File: config.mk
export PLATFORM = sky130hd
export DESIGN_NAME = rng_periph
export DESIGN_NICKNAME = d
export VERILOG_FILES = /design/src/rtl/rng_pkg.sv /design/src/rtl/rng_tick_gen.sv /design/src/rtl/rng_word_src.sv /design/src/rtl/rng_fifo.sv /design/src/rtl/rng_periph.sv
export SDC_FILE = /design/constraint.sdc
export NUM_CORES = 1
export LEC_CHECK = 0
export BUFFER_PORTS_ARGS = -buffer_cell sky130_fd_sc_hd__clkbuf_2
export CAP_MARGIN = 15
export CELL_PAD_IN_SITES_DETAIL_PLACEMENT = 1
export CELL_PAD_IN_SITES_GLOBAL_PLACEMENT = 2
export CORE_MARGIN = 5
export CORE_UTILIZATION = 40
export DETAILED_ROUTE_END_ITERATION = 10
export HOLD_SLACK_MARGIN = 0.06
export PLACE_DENSITY_LB_ADDON = 0.1
export REMOVE_ABC_BUFFERS = 1
export SETUP_SLACK_MARGIN = 0.5
export SKIP_CTS_REPAIR_TIMING = 1
export SYNTH_ARGS = -nofsm -noshare
export SYNTH_HDL_FRONTEND = slang
export SYNTH_SLANG_ARGS = --single-unit
File: constraint.sdc
create_clock -name clk -period 7.2 [get_ports clk]
set_input_delay 0 -clock clk [delete_from_list [all_inputs] [get_ports clk]]
set_output_delay 0 -clock clk [all_outputs]
set_load 0.02 [all_outputs]
File: src/rtl/rng_pkg.sv
package rng_pkg;
  localparam int unsigned BUS_W = 32;

  localparam logic [7:0] OFS_CTRL = 8'h00;
  localparam logic [7:0] OFS_STAT = 8'h04;
  localparam logic [7:0] OFS_DATA = 8'h08;
  localparam logic [7:0] OFS_THR  = 8'h0C;
  localparam logic [7:0] OFS_MASK = 8'h10;

  localparam logic [4:0] THR_RESET = 5'd16;

  typedef struct packed {
    logic [5:0] osc_b;
    logic [5:0] osc_a;
    logic [7:0] div_n;
    logic       byp_src;
    logic       byp_sel;
    logic       dbl;
    logic       en;
  } ctrl_t;
endpackage

File: src/rtl/rng_tick_gen.sv
module rng_tick_gen #(
  parameter int unsigned DIV_W       = 8,
  parameter int unsigned INT_JIT_DIV = 3
) (
  input  logic             clk,
  input  logic             rst_n,
  input  logic             run,
  input  logic             byp_sel,
  input  logic             byp_src,
  input  logic [DIV_W-1:0] div_n,
  output logic             tick
);
  localparam int unsigned LIM_W = DIV_W + 2;

  logic [LIM_W-1:0] cnt_q, cnt_d, limit;
  logic             wrap;

  always_comb begin
    if (byp_sel) begin
      if (byp_src) limit = {1'b0, div_n, 1'b0} + LIM_W'(2);
      else         limit = LIM_W'(1);
    end else begin
      limit = LIM_W'(INT_JIT_DIV);
    end
    wrap = (cnt_q >= (limit - LIM_W'(1)));
    tick = run && wrap;
    if (!run)      cnt_d = '0;
    else if (wrap) cnt_d = '0;
    else           cnt_d = cnt_q + LIM_W'(1);
  end

  always_ff @(posedge clk or negedge rst_n) begin
    if (!rst_n) cnt_q <= '0;
    else        cnt_q <= cnt_d;
  end
endmodule

File: src/rtl/rng_word_src.sv
module rng_word_src #(
  parameter int unsigned WARM_W     = 20,
  parameter int unsigned WORD_TICKS = 8,
  parameter logic [31:0] SEED       = 32'h1D87_2B41
) (
  input  logic              clk,
  input  logic              rst_n,
  input  logic              run,
  input  logic              tick,
  input  logic              dbl,
  input  logic              warm_ld,
  input  logic [WARM_W-1:0] warm_val,
  output logic [WARM_W-1:0] warm_q,
  output logic [31:0]       word,
  output logic              word_vld
);
  localparam int unsigned PER_W = $clog2(WORD_TICKS + 1);
  localparam logic [31:0] POLY  = 32'h8020_0003;

  logic [31:0]       lfsr_q, lfsr_d;
  logic [WARM_W-1:0] warm_d;
  logic [PER_W-1:0]  phase_q, phase_d, period;
  logic              warm_done, last_tick;

  always_comb begin
    period    = dbl ? PER_W'(WORD_TICKS / 2) : PER_W'(WORD_TICKS);
    warm_done = (warm_q == '0);
    last_tick = (phase_q >= (period - PER_W'(1)));
    word_vld  = tick && warm_done && last_tick && !warm_ld;
    word      = lfsr_q;

    lfsr_d = lfsr_q;
    if (tick) lfsr_d = {1'b0, lfsr_q[31:1]} ^ (lfsr_q[0] ? POLY : 32'h0);

    warm_d = warm_q;
    if (warm_ld)                 warm_d = warm_val;
    else if (tick && !warm_done) warm_d = warm_q - WARM_W'(1);

    phase_d = phase_q;
    if (!run || warm_ld)        phase_d = '0;
    else if (tick && warm_done) phase_d = last_tick ? '0 : phase_q + PER_W'(1);
  end

  always_ff @(posedge clk or negedge rst_n) begin
    if (!rst_n) begin
      lfsr_q  <= SEED;
      warm_q  <= '0;
      phase_q <= '0;
    end else begin
      lfsr_q  <= lfsr_d;
      warm_q  <= warm_d;
      phase_q <= phase_d;
    end
  end
endmodule

File: src/rtl/rng_fifo.sv
module rng_fifo #(
  parameter int unsigned DEPTH = 16,
  parameter int unsigned W     = 32,
  parameter int unsigned CNT_W = $clog2(DEPTH + 1)
) (
  input  logic             clk,
  input  logic             rst_n,
  input  logic             push,
  input  logic [W-1:0]     din,
  input  logic             pop,
  output logic [W-1:0]     dout,
  output logic [CNT_W-1:0] cnt
);
  localparam int unsigned AW = $clog2(DEPTH);

  logic [W-1:0]     mem [DEPTH];
  logic [AW-1:0]    wr_q, wr_d, rd_q, rd_d;
  logic [CNT_W-1:0] cnt_q, cnt_d;
  logic             empty, full, do_push, do_pop;

  always_comb begin
    empty   = (cnt_q == '0);
    full    = (cnt_q == CNT_W'(DEPTH));
    do_pop  = pop && !empty;
    do_push = push && (!full || do_pop);

    wr_d = wr_q;
    if (do_push) wr_d = (wr_q == AW'(DEPTH - 1)) ? '0 : wr_q + AW'(1);
    rd_d = rd_q;
    if (do_pop)  rd_d = (rd_q == AW'(DEPTH - 1)) ? '0 : rd_q + AW'(1);

    cnt_d = cnt_q;
    if (do_push && !do_pop)      cnt_d = cnt_q + CNT_W'(1);
    else if (do_pop && !do_push) cnt_d = cnt_q - CNT_W'(1);
  end

  always_ff @(posedge clk or negedge rst_n) begin
    if (!rst_n) begin
      wr_q  <= '0;
      rd_q  <= '0;
      cnt_q <= '0;
    end else begin
      wr_q  <= wr_d;
      rd_q  <= rd_d;
      cnt_q <= cnt_d;
    end
  end

  always_ff @(posedge clk) begin
    if (do_push) mem[wr_q] <= din;
  end

  assign dout = mem[rd_q];
  assign cnt  = cnt_q;
endmodule

File: src/rtl/rng_periph.sv
module rng_periph
  import rng_pkg::*;
#(
  parameter int unsigned ADDR_W      = 5,
  parameter int unsigned DEPTH       = 16,
  parameter int unsigned WARM_W      = 20,
  parameter int unsigned WORD_TICKS  = 8,
  parameter int unsigned INT_JIT_DIV = 3,
  parameter logic [31:0] SEED        = 32'h1D87_2B41
) (
  input  logic              clk,
  input  logic              rst_n,
  input  logic              bus_sel,
  input  logic              bus_wr,
  input  logic [ADDR_W-1:0] bus_addr,
  input  logic [31:0]       bus_wdata,
  output logic [31:0]       bus_rdata,
  output logic              irq
);
  localparam int unsigned CNT_W = $clog2(DEPTH + 1);
  localparam int unsigned PAD_W = BUS_W - 8 - WARM_W;

  logic [1:0]        rst_sync_q;
  logic              rst_s;
  ctrl_t             ctrl_q, ctrl_d;
  logic [4:0]        thr_q, thr_d;
  logic              mask_q, mask_d;
  logic              wr_ctrl, wr_stat, wr_thr, wr_mask, rd_acc, rd_pop;
  logic              tick, push;
  logic [WARM_W-1:0] warm_q;
  logic [31:0]       word, head;
  logic [CNT_W-1:0]  fifo_cnt;
  logic              unused_wbits;

  always_ff @(posedge clk or negedge rst_n) begin
    if (!rst_n) rst_sync_q <= 2'b00;
    else        rst_sync_q <= {rst_sync_q[0], 1'b1};
  end
  assign rst_s = rst_sync_q[1];

  always_comb begin
    wr_ctrl = bus_sel && bus_wr && (bus_addr == OFS_CTRL[ADDR_W-1:0]);
    wr_stat = bus_sel && bus_wr && (bus_addr == OFS_STAT[ADDR_W-1:0]);
    wr_thr  = bus_sel && bus_wr && (bus_addr == OFS_THR[ADDR_W-1:0]);
    wr_mask = bus_sel && bus_wr && (bus_addr == OFS_MASK[ADDR_W-1:0]);
    rd_acc  = bus_sel && !bus_wr;
    rd_pop  = rd_acc && (bus_addr == OFS_DATA[ADDR_W-1:0]);
  end

  always_comb begin
    ctrl_d = ctrl_q;
    if (wr_ctrl) begin
      ctrl_d.en      = bus_wdata[0];
      ctrl_d.dbl     = bus_wdata[1];
      ctrl_d.byp_sel = bus_wdata[4];
      ctrl_d.byp_src = bus_wdata[5];
      ctrl_d.div_n   = bus_wdata[15:8];
      ctrl_d.osc_a   = bus_wdata[21:16];
      ctrl_d.osc_b   = bus_wdata[27:22];
    end
    thr_d  = wr_thr  ? bus_wdata[4:0] : thr_q;
    mask_d = wr_mask ? bus_wdata[0]   : mask_q;
  end

  always_ff @(posedge clk or negedge rst_s) begin
    if (!rst_s) begin
      ctrl_q <= '0;
      thr_q  <= THR_RESET;
      mask_q <= 1'b0;
    end else begin
      ctrl_q <= ctrl_d;
      thr_q  <= thr_d;
      mask_q <= mask_d;
    end
  end

  assign unused_wbits = ^{bus_wdata[31:28], bus_wdata[7:6], bus_wdata[3:2]};

  rng_tick_gen #(
    .DIV_W       (8),
    .INT_JIT_DIV (INT_JIT_DIV)
  ) u_tick (
    .clk     (clk),
    .rst_n   (rst_s),
    .run     (ctrl_q.en),
    .byp_sel (ctrl_q.byp_sel),
    .byp_src (ctrl_q.byp_src),
    .div_n   (ctrl_q.div_n),
    .tick    (tick)
  );

  rng_word_src #(
    .WARM_W     (WARM_W),
    .WORD_TICKS (WORD_TICKS),
    .SEED       (SEED)
  ) u_src (
    .clk      (clk),
    .rst_n    (rst_s),
    .run      (ctrl_q.en),
    .tick     (tick),
    .dbl      (ctrl_q.dbl),
    .warm_ld  (wr_stat),
    .warm_val (bus_wdata[WARM_W-1:0]),
    .warm_q   (warm_q),
    .word     (word),
    .word_vld (push)
  );

  rng_fifo #(
    .DEPTH (DEPTH),
    .W     (32)
  ) u_fifo (
    .clk   (clk),
    .rst_n (rst_s),
    .push  (push),
    .din   (word),
    .pop   (rd_pop),
    .dout  (head),
    .cnt   (fifo_cnt)
  );

  always_comb begin
    bus_rdata = '0;
    if (rd_acc) begin
      case (bus_addr)
        OFS_CTRL[ADDR_W-1:0]:
          bus_rdata = {4'b0, ctrl_q.osc_b, ctrl_q.osc_a, ctrl_q.div_n, 2'b0,
                       ctrl_q.byp_src, ctrl_q.byp_sel, 2'b0, ctrl_q.dbl, ctrl_q.en};
        OFS_STAT[ADDR_W-1:0]:
          bus_rdata = {8'(fifo_cnt), {PAD_W{1'b0}}, warm_q};
        OFS_DATA[ADDR_W-1:0]:
          bus_rdata = (fifo_cnt == '0) ? 32'h0 : head;
        OFS_THR[ADDR_W-1:0]:
          bus_rdata = {27'b0, thr_q};
        OFS_MASK[ADDR_W-1:0]:
          bus_rdata = {31'b0, mask_q};
        default: bus_rdata = '0;
      endcase
    end
  end

  assign irq = !mask_q && (32'(fifo_cnt) >= 32'(thr_q));
endmodule

======== Word-level counts from Yosys, hierarchy flattened ========
Memories as Yosys holds them, arrays and structs flattened.
Cells that the tools add are included.
operators by class
  order comparisons ....................... 3
  reduce and logical (&&, ||, !) cells .... 34
  $add $sub $neg .......................... 10
  equality and inequality tests ........... 7
  mux-type cells .......................... 20
  bitwise operators ....................... 1
operators by type and width
  kind                   number
  $pmux 32 s5            1
  $mux 32                3
  $mux 10                4
  $mux 20                2
  $xor 31x32->32         1
  $mux 4                 6
  $logic_not 20->1       1
  $sub 20x1->20 const B  1
  $logic_and 1x1->1      17
  $add 4x1->4 const B    3
  $add 10x1->10 const B  1
  $add 9x2->10 const B   1
  $eq 5x4->1 const B     2
  $eq 5x5->1 const B     2
  $ge 10x10->1           1
  $logic_not 5->1        2
  $mux 5                 2
  $sub 10x1->10 const B  1
  $logic_not 1->1        9
  $eq 4x4->1 const B     2
  $reduce_bool 2->1      3
  $add 5x1->5 const B    1
  $eq 5x3->1 const B     1
  $ge 5x5->1             1
  5 further kinds        7
storage, ports and cells
  bits in registers ....................... 111
  word-level logic and storage cells ...... 93
  output and inout port bits .............. 33
  input port bits ......................... 41
  memories ................................ 1
  memory bits (writable) .................. 512
memories
  name        words  width  read ports  clocked after memory_dff  write ports  line            RTL
  u_fifo.mem  16     32     1           0                         1            rng_fifo.sv:16  logic [W-1:0] mem [DEPTH];

======== Logic depth before layout (Yosys ltp) ========
  word-level depth ........................ 14
  gate-level depth with buffers ........... 22
  gate-level depth less buffers ........... 21

======== Hierarchy ========
A second synthesis with hierarchy kept.
second synthesis, totals
  cell total of the unflattened synthesis .. 1,483
  area, all modules ....................... 26,066.2 µm²
by module, submodules not included
  module        cells each  instances  sequential area each (µm²)  area each (µm²)
  rng_fifo      889         1          15,700.1                    20,036.7
  rng_word_src  280         1          1,418.9                     2,947.8
  rng_periph    177         1          802.0                       1,921.8
  rng_tick_gen  137         1          250.2                       1,159.9

======== Worst setup path before layout ========
No wires, ideal clock.
  path type ............................... reg2reg
  start ................................... reg ctrl_q[4] in the netlist's numbering
  end ..................................... mem u_fifo.mem[0][0] (enable)
  clock period less this slack ............ 6.087 ns
  stages on the path, launching flop included .. 17
  buffers on the path ..................... 1
  data arrival time ....................... 5.626 ns
  path slack .............................. 1.113 ns
  data required time ...................... 6.739 ns
  setup time .............................. 0.461 ns
  cells stage by stage .................... dfrtp_1 > ha_1 > nand2_1 > or3b_2 > a21o_1 > o221ai_1 > o21ai_0 > nor3b_1 > xor2_1 > ha_1 > nand4_1 > nor3b_1 > nor4_1 > nor4_2 > buf_2 > nand2_1 > nor3_1
between the ends
  word-level cells in the longest chain between the ends .. 12
ends and longest elaborated chain
  item                            line                RTL
  start, declared                 rng_periph.sv:25    ctrl_t ctrl_q, ctrl_d;
  start signal, assigned          rng_periph.sv:71    ctrl_q <= ctrl_d;
  $add 9x2->10                    rng_tick_gen.sv:20  if (byp_src) limit = {1'b0, div_n, 1'b0} + LIM_W'(2);
  $mux 10                         rng_tick_gen.sv:20
  $mux 10                         rng_tick_gen.sv:19  if (byp_sel) begin
  $sub 10x1->10                   rng_tick_gen.sv:25  wrap = (cnt_q >= (limit - LIM_W'(1)));
  $ge 10x10->1                    rng_tick_gen.sv:25
  $logic_and 1x1->1               rng_tick_gen.sv:26  tick = run && wrap;
  $logic_and 1x1->1 (3 in a row)  rng_word_src.sv:29  word_vld = tick && warm_done && last_tick && !warm_ld;
  $logic_and 1x1->1               rng_fifo.sv:25      do_push = push && (!full || do_pop);
  via u_fifo.do_push              rng_fifo.sv:19      logic empty, full, do_push, do_pop;
  $mux 1                          rng_fifo.sv:50      if (do_push) mem[wr_q] <= din;
  $mux 1 (not written as such)    rng_fifo.sv:50
  end, declared                   rng_fifo.sv:16
The timed path passes the listed nets, and every way through them passes these cells.

======== Worst setup path after layout ========
  start ................................... reg ctrl_q[6] in the netlist's numbering
  end ..................................... mem u_fifo.mem[6][21] (enable)
between the ends
  word-level cells in the longest chain between the ends .. 12
ends and longest elaborated chain
  item                            line
  $add 9x2->10                    rng_tick_gen.sv:20
  $mux 10                         rng_tick_gen.sv:20
  $mux 10                         rng_tick_gen.sv:19
  $sub 10x1->10                   rng_tick_gen.sv:25
  $ge 10x10->1                    rng_tick_gen.sv:25
  $logic_and 1x1->1               rng_tick_gen.sv:26
  $logic_and 1x1->1 (3 in a row)  rng_word_src.sv:29
  $logic_and 1x1->1               rng_fifo.sv:25
  $mux 1                          rng_fifo.sv:50
  $mux 1 (not written as such)    rng_fifo.sv:50
No other way between the ends.

==> impl_summary.txt <==
----------------------------------------------------
[Critical path]
  Reg-to-reg endpoint ... u_fifo.mem[6][21]
  Highest net fanout along the worst path ... 17
  Startpoint of the lowest-slack register-to-register path ... ctrl_q[6]
  Critical path data arrival time ... 5.89 ns
  Required arrival time at the worst endpoint ... 7.46 ns
  Worst setup slack for register-to-register paths ... 1.58 ns
  Worst setup SP type ... flip-flop
  Worst Reg-to-Reg Cells ... 16
  Worst setup path start ... ctrl_q[6]
  Capture point of the worst path ... u_fifo.mem[6][21]
  Nature of the critical path endpoint ... flip-flop
  Start-to-end type of the worst setup path ... flip-flop to flip-flop

[Floorplanning]
  Number of ports placed on the die boundary ... 74
  Die Height ... 263 µm
  Die Outline Area ... 69100 µm²
  Horizontal die dimension ... 263 µm
  Initial Utilization ... 0.405
  Area of the placeable core ... 63200 µm²
  Rows ... 92

[Logic synthesis]
  Count of flip-flops with a built-in enable after synthesis ... 512
  Synthesis warning total ... 0
  Sequential share of the synthesized area ... 0.711
  Library cell with the largest summed area after synthesis ... edfxtp_1
  Async S/R FF share, synth ... 0.178
  Dominant cells by area after synthesis ... edfxtp_1, mux4_2, dfrtp_1
  Number of synthesized register bits ... 623
  Number of cells produced by synthesis ... 1405
  Most used DFF post-synth ... edfxtp_1
  Post-synthesis average cell area ... 18.2 µm²
  Number of unique standard cell types used by synthesis ... 68
  Post-synth design cell area ... 25600 µm²
  Area fraction of the dominant cell type after synthesis ... 0.601

[Clocking]
  Insertion delay to the later sink of the worst-skew pair ... 0.61 ns
  Total number of clock tree sinks ... 623
  Number of buffers added by the clock tree synthesis step ... 70
  Total number of H-tree levels ... 3
  Clk buf depth ... 3
  Clock root cell ... clkbuf_16
  Clk slew on worst S/H paths ... 0.06 ns
  Clock tree from TritonCTS ... done

[Route]
  DRC Markers ... 0
  Detailed-route wire length per cell ... 27.4 µm
  Via density per instance ... 5.52
  Post-DRT Antenna Nets ... 0
  DR pass1 iterations ... 5
  Final wirelength ... 66900 µm
  DR vias ... 13500
  1st-iter DRT viols ... 925

[Layout]
  Cell Count, Final, Fillers Out ... 2447
  Fraction of final layout cells sized beyond drive strength 1 ... 0.281
  Most common cell after layout, fill and taps aside ... edfxtp_1
  Final design instance area without fill ... 29800 µm²
  Area growth, synth to finish ... 16.4%
  Layout Nets ... 1617
  Number of filler cells placed in the layout ... 5836
  Final core utilization ... 0.471
  Commonest cells after routing, fill and taps aside ... edfxtp_1, mux4_2, dfrtp_1, clkbuf_16, clkbuf_2
  Antenna fix cells ... 0

[GRT]
  Largest net degree at the start of global routing ... 80
  Antenna violations before repair ... 2
  GRT Overall Usage ... 0.193
  Via count of the first global-routing pass ... 14600
  Wire length of the first global-routing pass ... 99700 µm
  Overall overflow remaining after global route ... 0

[Place]
  DPL Wire Length ... 38700 µm
  Pre-CTS setup slack ... 1.52 ns
  Area post-placement ... 27100 µm²
  # port buffers ... 69
  Final RePlAce weighted congestion ... 0.748
  Total instance count after detailed placement ... 2285

[Power and ir drop]
  Power per unit of standard cell area ... 274 nW/µm²
  Final Power ... 8.14 mW
  Standby leakage power ... 9.93 nW
  Worst supply voltage drop on vdd ... 160 µV

[STA]
  Count of final hold-check violations ... 0
  Final hold slack ... 0.0315 ns
  Highest clock rate ... 178 MHz
  Max Clock Skew ... 0.0457 ns
  Slew Viols, Final ... 0
  Slew at the pin with the worst max-slew slack ... 1.12 ns
  Max transition margin ... 0.256
  Worst path setup slack after routing ... 1.58 ns
  Sum Neg Setup Slack ... 0 ns
  Min Tclk post-route ... 5.62 ns
  Final setup violating endpoints ... 0
  Final Cycle Share ... 0.781
  RSZ-0062 raised after global routing ... false

[Status]
  Status ... completed

[Hold path]
  Hold crit path type ... input port to flip-flop
  Hold Path Cell Cnt ... 5
  HP Start ... bus_addr[1]

[Run]
  Maxcap violations ... 0

----------------------------------------------------
## registers in the layout, summed over array words and instances (netlist names)
name / flops
rst_sync_q: 2
u_tick.cnt_q: 10
u_fifo.cnt: 5
u_fifo.mem: 512
thr_q: 5
u_fifo.wr_q: 4
u_src.warm_q: 20
ctrl_q: 24
u_src.word: 32
u_src.phase_q: 4
u_fifo.rd_q: 4
mask_q: 1
## cell type report
class,count,area (µm²),area share
Clock buffer,104,2010,0.0676
Clock inverter,24,262,0.00879
Tap cell,846,1060,0.0356
Timing Repair Buffer,139,998,0.0336
Multi-Input combinational cell,689,7160,0.241
Sequential cell,623,18200,0.611
Inverter,22,82.6,0.00277
## synthesized netlist by cell type (6+ instances only)
library cell and count:
o2bb2ai_1 12, o221ai_1 13, mux4_2 130, o22ai_1 9
buf_2 11, nand2b_1 6, clkbuf_1 46, a22oi_1 17
xnor2_1 31, mux2i_1 46, xor2_1 14, mux2_2 58
a21oi_1 29, nor3_1 12, inv_1 21, nor4_1 11
dfrtp_1 96, o21ai_0 43, nand3_1 16, buf_1 12
ha_1 30, edfxtp_1 512, and3_1 6, o32ai_1 8
dfstp_2 15, nand2_1 51, nor2_1 74, a21o_1 9
## critical path, stage by stage, from the launching register on
cell      delay [ns]
dfrtp_1         0.47
nand3_1         0.31
or3b_2          0.52
a21o_1          0.18
o221ai_1        0.22
o21ai_0         0.17
nor3b_1         0.25
xor2_1          0.10
ha_1            0.29
nand4_1         0.13
nor3b_1         0.49
nor4_2          0.18
nor4_2          0.33
buf_4           0.23
nand2_1         0.25
nor2_4          0.66
buf_4           0.45
## worst min path at each step
stage                                to  slack, ns
final                            mask_q       0.03
after global routing             mask_q       0.06
after CTS                 rst_sync_q[0]      -0.87
after detailed placement  rst_sync_q[0]      -0.21
after global placement    rst_sync_q[0]      -0.21
after floorplan           rst_sync_q[0]      -0.30
## layer usage
metal,global-route usage,up-vias,share of wire
met5,0,-,0.00015
met4,0.0422,2,0.019
met1,0.263,7216,0.44
li1,-,5945,-
met2,0.325,258,0.50
met3,0.0382,94,0.045
## logic make-up after synthesis
kind of cell             synth area share
AND/OR/NAND/NOR                    0.0417
other                            0.000147
flip-flops                          0.711
buffers and inverters              0.0145
AO/OA/AOI/OAI                      0.0441
adder cells (fa/ha/maj)            0.0155
multiplexers                        0.158
XOR/XNOR                           0.0154
## power breakdown
group | total [mW] | switching (mW) | internal (mW)
Sequential | 4.13 | 0.159 | 3.97
Clock | 3.50 | 1.44 | 2.06
Combinational | 0.515 | 0.267 | 0.248
Total | 8.14 | 1.87 | 6.28
Power figures use the tool's default switching activity.
